===== config.mk =====
export PLATFORM = sky130hd
export DESIGN_NAME = video_timebase
export DESIGN_NICKNAME = d
export VERILOG_FILES = /design/src/rtl/vtb_pkg.sv /design/src/rtl/vtb_hcount.sv /design/src/rtl/vtb_vcount.sv /design/src/rtl/vtb_decode.sv /design/src/rtl/video_timebase.sv
export SDC_FILE = /design/constraint.sdc
export NUM_CORES = 1
export LEC_CHECK = 0
export ABC_AREA = 1
export BUFFER_PORTS_ARGS = -buffer_cell sky130_fd_sc_hd__buf_2
export CAP_MARGIN = 20
export CORE_ASPECT_RATIO = 0.7
export CORE_MARGIN = 2
export CORE_UTILIZATION = 45
export DETAILED_ROUTE_END_ITERATION = 10
export PLACE_DENSITY_LB_ADDON = 0.3
export SYNTH_ARGS = -nofsm -noshare
export SYNTH_HDL_FRONTEND = slang
export SYNTH_SLANG_ARGS = --single-unit

===== constraint.sdc =====
create_clock -name clk_i -period 3.4 [get_ports clk_i]
set_input_delay 1.02 -clock clk_i [delete_from_list [all_inputs] [get_ports clk_i]]
set_output_delay 1.02 -clock clk_i [all_outputs]
set_load 0.05 [all_outputs]

===== src/rtl/vtb_pkg.sv =====
package vtb_pkg;

  typedef enum logic {
    STD_525 = 1'b0,
    STD_625 = 1'b1
  } vstd_e;

  function automatic int unsigned max_u(input int unsigned a, input int unsigned b);
    return (a > b) ? a : b;
  endfunction

endpackage


===== src/rtl/vtb_hcount.sv =====
module vtb_hcount #(
  parameter int unsigned PIX_W = 11
) (
  input  logic             clk_i,
  input  logic             rst_ni,
  input  logic [PIX_W-1:0] line_len_i,
  input  logic             reload_i,
  output logic [PIX_W-1:0] pix_o,
  output logic             adv_o
);

  logic [PIX_W-1:0] pix_q;
  logic             at_end;

  // >= so that a standard change mid-line still wraps
  assign at_end = (pix_q >= line_len_i - PIX_W'(1));
  assign adv_o  = at_end | reload_i;
  assign pix_o  = pix_q;

  always_ff @(posedge clk_i or negedge rst_ni) begin
    if (!rst_ni) begin
      pix_q <= '0;
    end else if (reload_i || at_end) begin
      pix_q <= '0;
    end else begin
      pix_q <= pix_q + PIX_W'(1);
    end
  end

  p_wrap_r2 : assert property (@(posedge clk_i) disable iff (!rst_ni)
    (!reload_i && pix_q == line_len_i - PIX_W'(1)) |=> (pix_q == '0));

  p_step_r2 : assert property (@(posedge clk_i) disable iff (!rst_ni)
    (!reload_i && pix_q < line_len_i - PIX_W'(1)) |=> (pix_q == $past(pix_q) + PIX_W'(1)));

  p_reload_r7 : assert property (@(posedge clk_i) disable iff (!rst_ni)
    reload_i |=> (pix_q == '0));

endmodule


===== src/rtl/vtb_vcount.sv =====
module vtb_vcount #(
  parameter int unsigned LINE_W     = 10,
  parameter int unsigned RESET_LINE = 64
) (
  input  logic              clk_i,
  input  logic              rst_ni,
  input  logic [LINE_W-1:0] frame_lines_i,
  input  logic [LINE_W-1:0] field2_line_i,
  input  logic              adv_i,
  input  logic              vreload_i,
  output logic [LINE_W-1:0] line_o,
  output logic              field_o,
  output logic              line_start_o
);

  logic [LINE_W-1:0] line_q, line_inc;
  logic              field_q, start_q;

  assign line_inc     = line_q + LINE_W'(1);
  assign line_o       = line_q;
  assign field_o      = field_q;
  assign line_start_o = start_q;

  always_ff @(posedge clk_i or negedge rst_ni) begin
    if (!rst_ni) begin
      line_q  <= LINE_W'(RESET_LINE);
      field_q <= 1'b0;
      start_q <= 1'b0;
    end else begin
      start_q <= adv_i;
      if (vreload_i) begin
        line_q  <= LINE_W'(1);
        field_q <= 1'b0;
      end else if (adv_i) begin
        if (line_q >= frame_lines_i) begin
          line_q  <= LINE_W'(1);
          field_q <= ~field_q;
        end else begin
          line_q <= line_inc;
          if (line_inc == field2_line_i) field_q <= ~field_q;
        end
      end
    end
  end

  p_line_nonzero_r5 : assert property (@(posedge clk_i) disable iff (!rst_ni)
    line_q != '0);

  p_field_edge_r5 : assert property (@(posedge clk_i) disable iff (!rst_ni)
    !$stable(field_q) |-> (line_q == LINE_W'(1) || line_q == field2_line_i));

  p_vreload_r8 : assert property (@(posedge clk_i) disable iff (!rst_ni)
    vreload_i |=> (line_q == LINE_W'(1) && !field_q));

endmodule


===== src/rtl/vtb_decode.sv =====
module vtb_decode #(
  parameter int unsigned PIX_W    = 11,
  parameter int unsigned LINE_W   = 10,
  parameter int unsigned VS_LINES = 3
) (
  input  logic              master_i,
  input  logic [PIX_W-1:0]  pix_i,
  input  logic [LINE_W-1:0] line_i,
  input  logic [PIX_W-1:0]  hs_len_i,
  input  logic [PIX_W-1:0]  hbl_len_i,
  input  logic [LINE_W-1:0] vbl_lines_i,
  input  logic [LINE_W-1:0] field2_line_i,
  output logic              hs_o,
  output logic              vs_o,
  output logic              oe_o,
  output logic              hblank_o,
  output logic              vblank_o
);

  logic in_vs1, in_vs2, in_vb1, in_vb2, hs_raw;

  always_comb begin
    hs_raw   = (pix_i < hs_len_i);
    hblank_o = (pix_i < hbl_len_i);
    in_vs1   = (line_i < LINE_W'(1 + VS_LINES));
    in_vs2   = (line_i >= field2_line_i) && (line_i < field2_line_i + LINE_W'(VS_LINES));
    in_vb1   = (line_i < LINE_W'(1) + vbl_lines_i);
    in_vb2   = (line_i >= field2_line_i) && (line_i < field2_line_i + vbl_lines_i);
    vblank_o = in_vb1 | in_vb2;
    hs_o     = master_i & hs_raw;
    vs_o     = master_i & (in_vs1 | in_vs2);
    oe_o     = master_i;
  end

endmodule


===== src/rtl/video_timebase.sv =====
module video_timebase
  import vtb_pkg::*;
#(
  parameter int unsigned LEN_525    = 1716,
  parameter int unsigned LEN_625    = 1728,
  parameter int unsigned LINES_525  = 525,
  parameter int unsigned LINES_625  = 625,
  parameter int unsigned HSW_525    = 127,
  parameter int unsigned HSW_625    = 126,
  parameter int unsigned HBL_525    = 276,
  parameter int unsigned HBL_625    = 288,
  parameter int unsigned VBL_525    = 19,
  parameter int unsigned VBL_625    = 22,
  parameter int unsigned VS_LINES   = 3,
  parameter int unsigned RESET_LINE = 64,
  parameter int unsigned PIX_W      = $clog2(max_u(LEN_525, LEN_625)),
  parameter int unsigned LINE_W     = $clog2(max_u(LINES_525, LINES_625) + 1)
) (
  input  logic              clk_i,
  input  logic              rst_ni,
  input  logic              master_i,
  input  logic              std625_i,
  input  logic              ext_hs_ni,
  input  logic              ext_vs_ni,
  output logic              hs_o,
  output logic              vs_o,
  output logic              sync_oe_o,
  output logic              hblank_o,
  output logic              vblank_o,
  output logic              field_o,
  output logic              line_start_o,
  output logic [PIX_W-1:0]  pix_o,
  output logic [LINE_W-1:0] line_o
);

  localparam int unsigned F2_525 = LINES_525 / 2 + 1;
  localparam int unsigned F2_625 = LINES_625 / 2 + 1;
  localparam int unsigned N_EXT  = 2;

  vstd_e             std_sel;
  logic [PIX_W-1:0]  line_len, hs_len, hbl_len;
  logic [LINE_W-1:0] frame_lines, field2_line, vbl_lines;
  logic [N_EXT-1:0]  ext_n, ext_fall;
  logic              h_adv;

  assign std_sel = vstd_e'(std625_i);

  always_comb begin
    unique case (std_sel)
      STD_625: begin
        line_len    = PIX_W'(LEN_625);
        hs_len      = PIX_W'(HSW_625);
        hbl_len     = PIX_W'(HBL_625);
        frame_lines = LINE_W'(LINES_625);
        field2_line = LINE_W'(F2_625);
        vbl_lines   = LINE_W'(VBL_625);
      end
      default: begin
        line_len    = PIX_W'(LEN_525);
        hs_len      = PIX_W'(HSW_525);
        hbl_len     = PIX_W'(HBL_525);
        frame_lines = LINE_W'(LINES_525);
        field2_line = LINE_W'(F2_525);
        vbl_lines   = LINE_W'(VBL_525);
      end
    endcase
  end

  // index 0: horizontal, index 1: vertical
  assign ext_n = {ext_vs_ni, ext_hs_ni};

  for (genvar g = 0; g < N_EXT; g++) begin : g_edge
    logic prev_q;
    always_ff @(posedge clk_i or negedge rst_ni) begin
      if (!rst_ni) prev_q <= 1'b1;
      else         prev_q <= ext_n[g];
    end
    // external edges only count when following
    assign ext_fall[g] = prev_q & ~ext_n[g] & ~master_i;
  end

  vtb_hcount #(.PIX_W(PIX_W)) u_hcount (
    .clk_i      (clk_i),
    .rst_ni     (rst_ni),
    .line_len_i (line_len),
    .reload_i   (ext_fall[0]),
    .pix_o      (pix_o),
    .adv_o      (h_adv)
  );

  vtb_vcount #(.LINE_W(LINE_W), .RESET_LINE(RESET_LINE)) u_vcount (
    .clk_i         (clk_i),
    .rst_ni        (rst_ni),
    .frame_lines_i (frame_lines),
    .field2_line_i (field2_line),
    .adv_i         (h_adv),
    .vreload_i     (ext_fall[1]),
    .line_o        (line_o),
    .field_o       (field_o),
    .line_start_o  (line_start_o)
  );

  vtb_decode #(.PIX_W(PIX_W), .LINE_W(LINE_W), .VS_LINES(VS_LINES)) u_decode (
    .master_i      (master_i),
    .pix_i         (pix_o),
    .line_i        (line_o),
    .hs_len_i      (hs_len),
    .hbl_len_i     (hbl_len),
    .vbl_lines_i   (vbl_lines),
    .field2_line_i (field2_line),
    .hs_o          (hs_o),
    .vs_o          (vs_o),
    .oe_o          (sync_oe_o),
    .hblank_o      (hblank_o),
    .vblank_o      (vblank_o)
  );

  p_slave_quiet_r7 : assert property (@(posedge clk_i) disable iff (!rst_ni)
    !master_i |-> (!hs_o && !vs_o && !sync_oe_o));

  p_hs_in_blank_r3 : assert property (@(posedge clk_i) disable iff (!rst_ni)
    hs_o |-> hblank_o);

  p_vs_in_blank_r6 : assert property (@(posedge clk_i) disable iff (!rst_ni)
    vs_o |-> vblank_o);

  p_start_at_zero_r11 : assert property (@(posedge clk_i) disable iff (!rst_ni)
    line_start_o |-> (pix_o == '0));

  p_master_ignores_r9 : assert property (@(posedge clk_i) disable iff (!rst_ni)
    (master_i && pix_o == PIX_W'(1)) |=> (pix_o == PIX_W'(2)));

endmodule


# After elaboration in Yosys (flattened, before gate mapping)
# Cells that the tools add are included.
classes:
  n_addsub: 6
  order_cmp: 9
  eq_ne: 1
  muxes: 14
  n_bitwise: 13
  n_reduce_logical: 6
op_table:
  columns: ["operator", "count"]
  rows:
  - ["$lt 10x10->1", 3]
  - ["$mux 10", 3]
  - ["$mux 7", 2]
  - ["$mux 6", 2]
  - ["$add 11x1->11 const B", 1]
  - ["$ge 11x11->1", 1]
  - ["$lt 11x7->1", 1]
  - ["$lt 11x9->1", 1]
  - ["$mux 11", 1]
  - ["$sub 10x2->11 const B", 1]
  - ["$add 10x1->10 const B", 1]
  - ["$add 9x2->10 const B", 1]
  - ["$add 9x5->10", 1]
  - ["$eq 10x9->1", 1]
  - ["$ge 10x10->1", 1]
  - ["$ge 10x9->1", 1]
  - ["$lt 10x3->1 const B", 1]
  - ["$add 1x5->6 const A", 1]
  - ["$and 1x1->1", 6]
  - ["$mux 1", 5]
  - ["$not 1->1", 4]
  - ["$mux 3", 1]
  - ["$or 1x1->1", 3]
  - ["$reduce_bool 3->1", 1]
  - ["other kinds (4)", 5]
totals:
  ff_bits: 25
  in_bits: 6

# Longest topological paths before layout
depth:
  word_depth: 6
  ltp_mapped: 14

# Modules after synthesis
# From an unflattened synthesis, not the netlist that was laid out.
hier_totals:
  hier_cells: 653
  hier_area_um2: 4410.5
modules_own_cells:
  columns: ["mod", "instances", "cells_each", "area_per_inst_um2", "seq_area_each_um2"]
  rows:
  - ["vtb_decode", 1, 337, 2178.3, 0.0]
  - ["vtb_vcount", 1, 169, 1131.1, 301.5]
  - ["vtb_hcount", 1, 136, 1014.7, 275.3]
  - ["video_timebase", 1, 11, 86.3, 52.6]

# Worst setup path before layout
# No wires, ideal clock.
synth_timing:
  path_kind: "in2out"
  startpoint: "input std625_i"
  endpoint: "output vblank_o"
  arrival_time_ns: 2.800
  setup_slack_ns: -0.420
  path_stages: 6
  path_cell_list: "inv_1 > ha_1 > inv_1 > a21oi_1 > nor4_1 > o21ai_0"
synth_via:
  elab_chain_cells: 5
synth_lines:
  columns: ["item", "line_no", "text"]
  rows:
  - ["from (decl)", "video_timebase.sv:22", "input logic std625_i,"]
  - ["$mux 3 / $mux 6 (equally long branches)", "video_timebase.sv:49", "unique case (std_sel)"]
  - ["$add 9x5->10", "vtb_decode.sv:28", "in_vb2 = (line_i >= field2_line_i) && (line_i < field2_line_i + vbl_lines_i);"]
  - ["$lt 10x10->1", "vtb_decode.sv:28", null]
  - ["$logic_and 1x1->1", "vtb_decode.sv:28", null]
  - ["$or 1x1->1 (*)", "vtb_decode.sv:29", "vblank_o = in_vb1 | in_vb2;"]
  - ["to (decl)", "video_timebase.sv:29", "output logic vblank_o,"]
# Mark *: on every way between the ends. The rest lies on a longest branch, timed or not.

# Worst setup path after layout
# Same ends and word-level chain as after synthesis.

==> results_dict.tcl <==
set metrics [dict create \
    status "complete, no violations" \
    post_drt_wl_per_cell_um 13.0 \
    worstPathRequired_ns 2.38 \
    cts_setup_buffers 0 \
    synthTopCellsByArea "dfrtp_1 (27%), ha_1 (12%), nand2_1 (10%)" \
    powerDensity_nw_per_um2 434 \
    viasPerCell 5.22 \
    route.detailed.drc 0 \
    routed_wl_mm 4.84 \
    critical_path_arrival_ns 2.37 \
    fin_nets 343 \
    crit_cells 11 \
    worstPathMaxFanout 4 \
    fmax_mhz 295 \
    grt_first_pass_wirelength_mm 7.69 \
    diodes 0 \
    cts.sinks 25 \
    synth_nets 301 \
    clkTransAtPathRegs_ns 0.08 \
    finalClockSkew_ns 0.00529 \
    grt_start_max_net_pins 26 \
    hpwlAfterDp_mm 3.81 \
    irDropWorstVdd_v 0.000269 \
    slew_violations 0 \
    ff2ff_path_depth 10 \
    cp_slowest_cell "ha_1" \
    drtIter0Drc 120 \
    ys_seq_elements 25 \
    rsz0062_at_grt "yes" \
    hold_path_class "flop to flop" \
    antenna_found_initial 0 \
    synth_ff_type "dfrtp_1" \
    postSynthAreaPerCell_um2 7.30 \
    finalInstanceArea_um2 2390 \
    clk_latency_ns 0.26 \
    path_buf_inv 3 \
    cts_max_level 1 \
    fillers 409 \
    seq_area_frac_synth 0.314 \
    fp.dieW_um 83.8 \
    placed_cells 367 \
    dieArea_um2 5020 \
    fin_cells 371 \
    overflow 0 \
    synth-edff-count 0 \
    p_leak_nw 1.19 \
    critPathKind "input port to output port" \
    track_usage 0.196 \
    setup_viol 0 \
    gp_congestion 0.911 \
    yosysTopAreaCellShare 0.274 \
    initial_core_util 0.466 \
    ant_nets 0 \
    yosysMostFrequentCell "nand2_1" \
    yosysTopAreaCell "dfrtp_1" \
    clk_path_buf_depth 2 \
    dpl_cell_area_um2 2300 \
    synth_cell_types 33 \
    r2r_slack_ns 1.28 \
    route.vias.total 1935 \
    max_slew_margin 0.637 \
    r2r-start "u_vcount.line_o[3]" \
    cts_inserted_buffers 3 \
    fin_crit_ns 3.39 \
    holdWs_ns 0.498 \
    worst_pin_slew_ns 0.545 \
    worstSetupStartpointType "input port" \
    async_reset_ff_frac 1.00 \
    path_cells "buf_6, inv_2, ha_1, nand2_1, nor2_1, nand2_1, a21oi_1, o31ai_1, o211ai_1, o21ai_2, buf_6" \
    netlist_area_um2 2010 \
    yosys_warnings 0 \
    cp_slowest_stage_delay_ns 0.33 \
    cp-startpoint "std625_i" \
    rows 20 \
    fin_util 0.556 \
    die_h_um 59.9 \
    crit_family "compound AO/OA/AOI/OAI gates" \
    grt_pass1_vias 1598 \
    synth_top_cells_by_count "nand2_1 (54), inv_1 (37), nor2_1 (30)" \
    dr.pass1.iters 4 \
    cp-endpoint "vblank_o" \
    finalHoldViolCount 0 \
    coreArea_um2 4300 \
    io_buffers 33 \
    drive_above_1_share 0.234 \
    pin_count 34 \
    finalCritPeriodShare 0.998 \
    cap_violations 0 \
    cts_tree "done" \
    area_growth_pct 19.3 \
    cts_root_buffer "clkbuf_8" \
    worst_setup_path_end_kind "output port" \
    synthCells 275 \
    rr_endpoint "u_vcount.line_o[0]" \
]
==> worst reg2reg max path, delay by kind of cell, from the launching register on <==
kind | cells | cell delay, ns
and+or+nand+nor | 5 | 0.79
DFF | 1 | 0.52
adders and majority gates | 1 | 0.37
AOI/OAI and AO/OA | 3 | 0.28
buffers and inverters | 1 | 0.05
==> cells by family (layout without fill, tap and decap cells) <==
family / count (synthesis) / after routing / synth area share
compound gates: 33 / 33 / 0.0929
fa+ha+maj: 20 / 20 / 0.128
flops: 25 / 25 / 0.314
simple gates: 145 / 145 / 0.350
buf+inv: 47 / 88 / 0.0935
xor+xnor: 5 / 5 / 0.0218
==> worst min path at each step <==
stage                             from                 end  depth (start not counted)
global route          u_vcount.field_o    u_vcount.field_o                          2
global placement      u_vcount.field_o    u_vcount.field_o                          2
CTS                   u_vcount.field_o    u_vcount.field_o                          2
finish                u_vcount.field_o    u_vcount.field_o                          2
detailed placement    u_vcount.field_o    u_vcount.field_o                          2
floorplan           u_vcount.line_o[6]  u_vcount.line_o[6]                          2
==> placed cells by master (no fill, tap or decap), types with 2 or more instances in the layout <==
master    synthesis  layout
nand2_1          54      54
inv_1            37      36
nor2_1           30      30
buf_2             3      29
dfrtp_1          22      22
nand3_1          18      18
ha_1             19      18
nor3_1           16      16
o21ai_1          11      12
buf_4             2      10
nand4_1           9       9
a21oi_1          10       6
inv_2             4       5
xor2_1            5       5
a21oi_2           1       4
buf_6             0       4
nor3b_1           3       3
o211ai_1          3       3
nand2_2           3       3
nor2_4            3       3
clkbuf_8          0       3
dfstp_2           3       3
nor3_2            2       2
nand3b_1          2       2
o21ai_0           4       2
nor4_1            2       2
==> state kept, by name, indices dropped and copies added, names as in the netlist <==
signal and cells:
g_edge.prev_q 2, u_vcount.line_o 10, u_vcount.field_o 1, u_hcount.pix_o 11
u_vcount.line_start_o 1
==> through the flow <==
| step | setup slack (ns) | TNS (ns) | total power (W) |
|---|---|---|---|
| 3_3_place_gp | -0.145 | -0.282 | 0.000862 |
| 2_1_floorplan | -0.0296 | -0.0296 | 0.000739 |
| 6_report | 0.00670 | 0 | 0.00104 |
| 5_1_grt | -0.187 | -0.227 | 0.00112 |
| 3_5_place_dp | -0.200 | -0.413 | 0.000866 |
| 4_1_cts | 0.00820 | 0 | 0.00105 |
==> layout make-up <==
cell class / instances / area [um2] / share of cell area
inverters: 41 / 154 / 0.0643
clock inverters: 1 / 5.00 / 0.00209
clock buffers: 3 / 41.3 / 0.0172
multi-input cells: 203 / 1230 / 0.514
well taps: 55 / 68.8 / 0.0287
flip-flops and latches: 25 / 629 / 0.263
repair buffers: 43 / 265 / 0.111
==> report_power, final <==
| part | internal (W) | switching (W) | total, W |
|---|---|---|---|
| registers | 0.000337 | 0.0000617 | 0.000399 |
| clock network | 0.0000818 | 0.0000882 | 0.000170 |
| logic | 0.000138 | 0.000333 | 0.000471 |
==> layer usage <==
layer,share of wire,up-vias,GRT usage
met5,0,-,0
met4,0.014,0,0.0553
met3,0.061,4,0.0428
met2,0.40,48,0.277
met1,0.52,894,0.299
li1,-,989,-
==> what timing repair did <==
item | 4_1_cts | 5_1_grt
pin swaps | 3 | 2
setup endpoints to repair | 3 | 3
hold buffers | 0 | 0
gates resized for setup | 11 | 4
cloned | 0 | 0
Note: power is estimated with default switching activity, not from simulation.
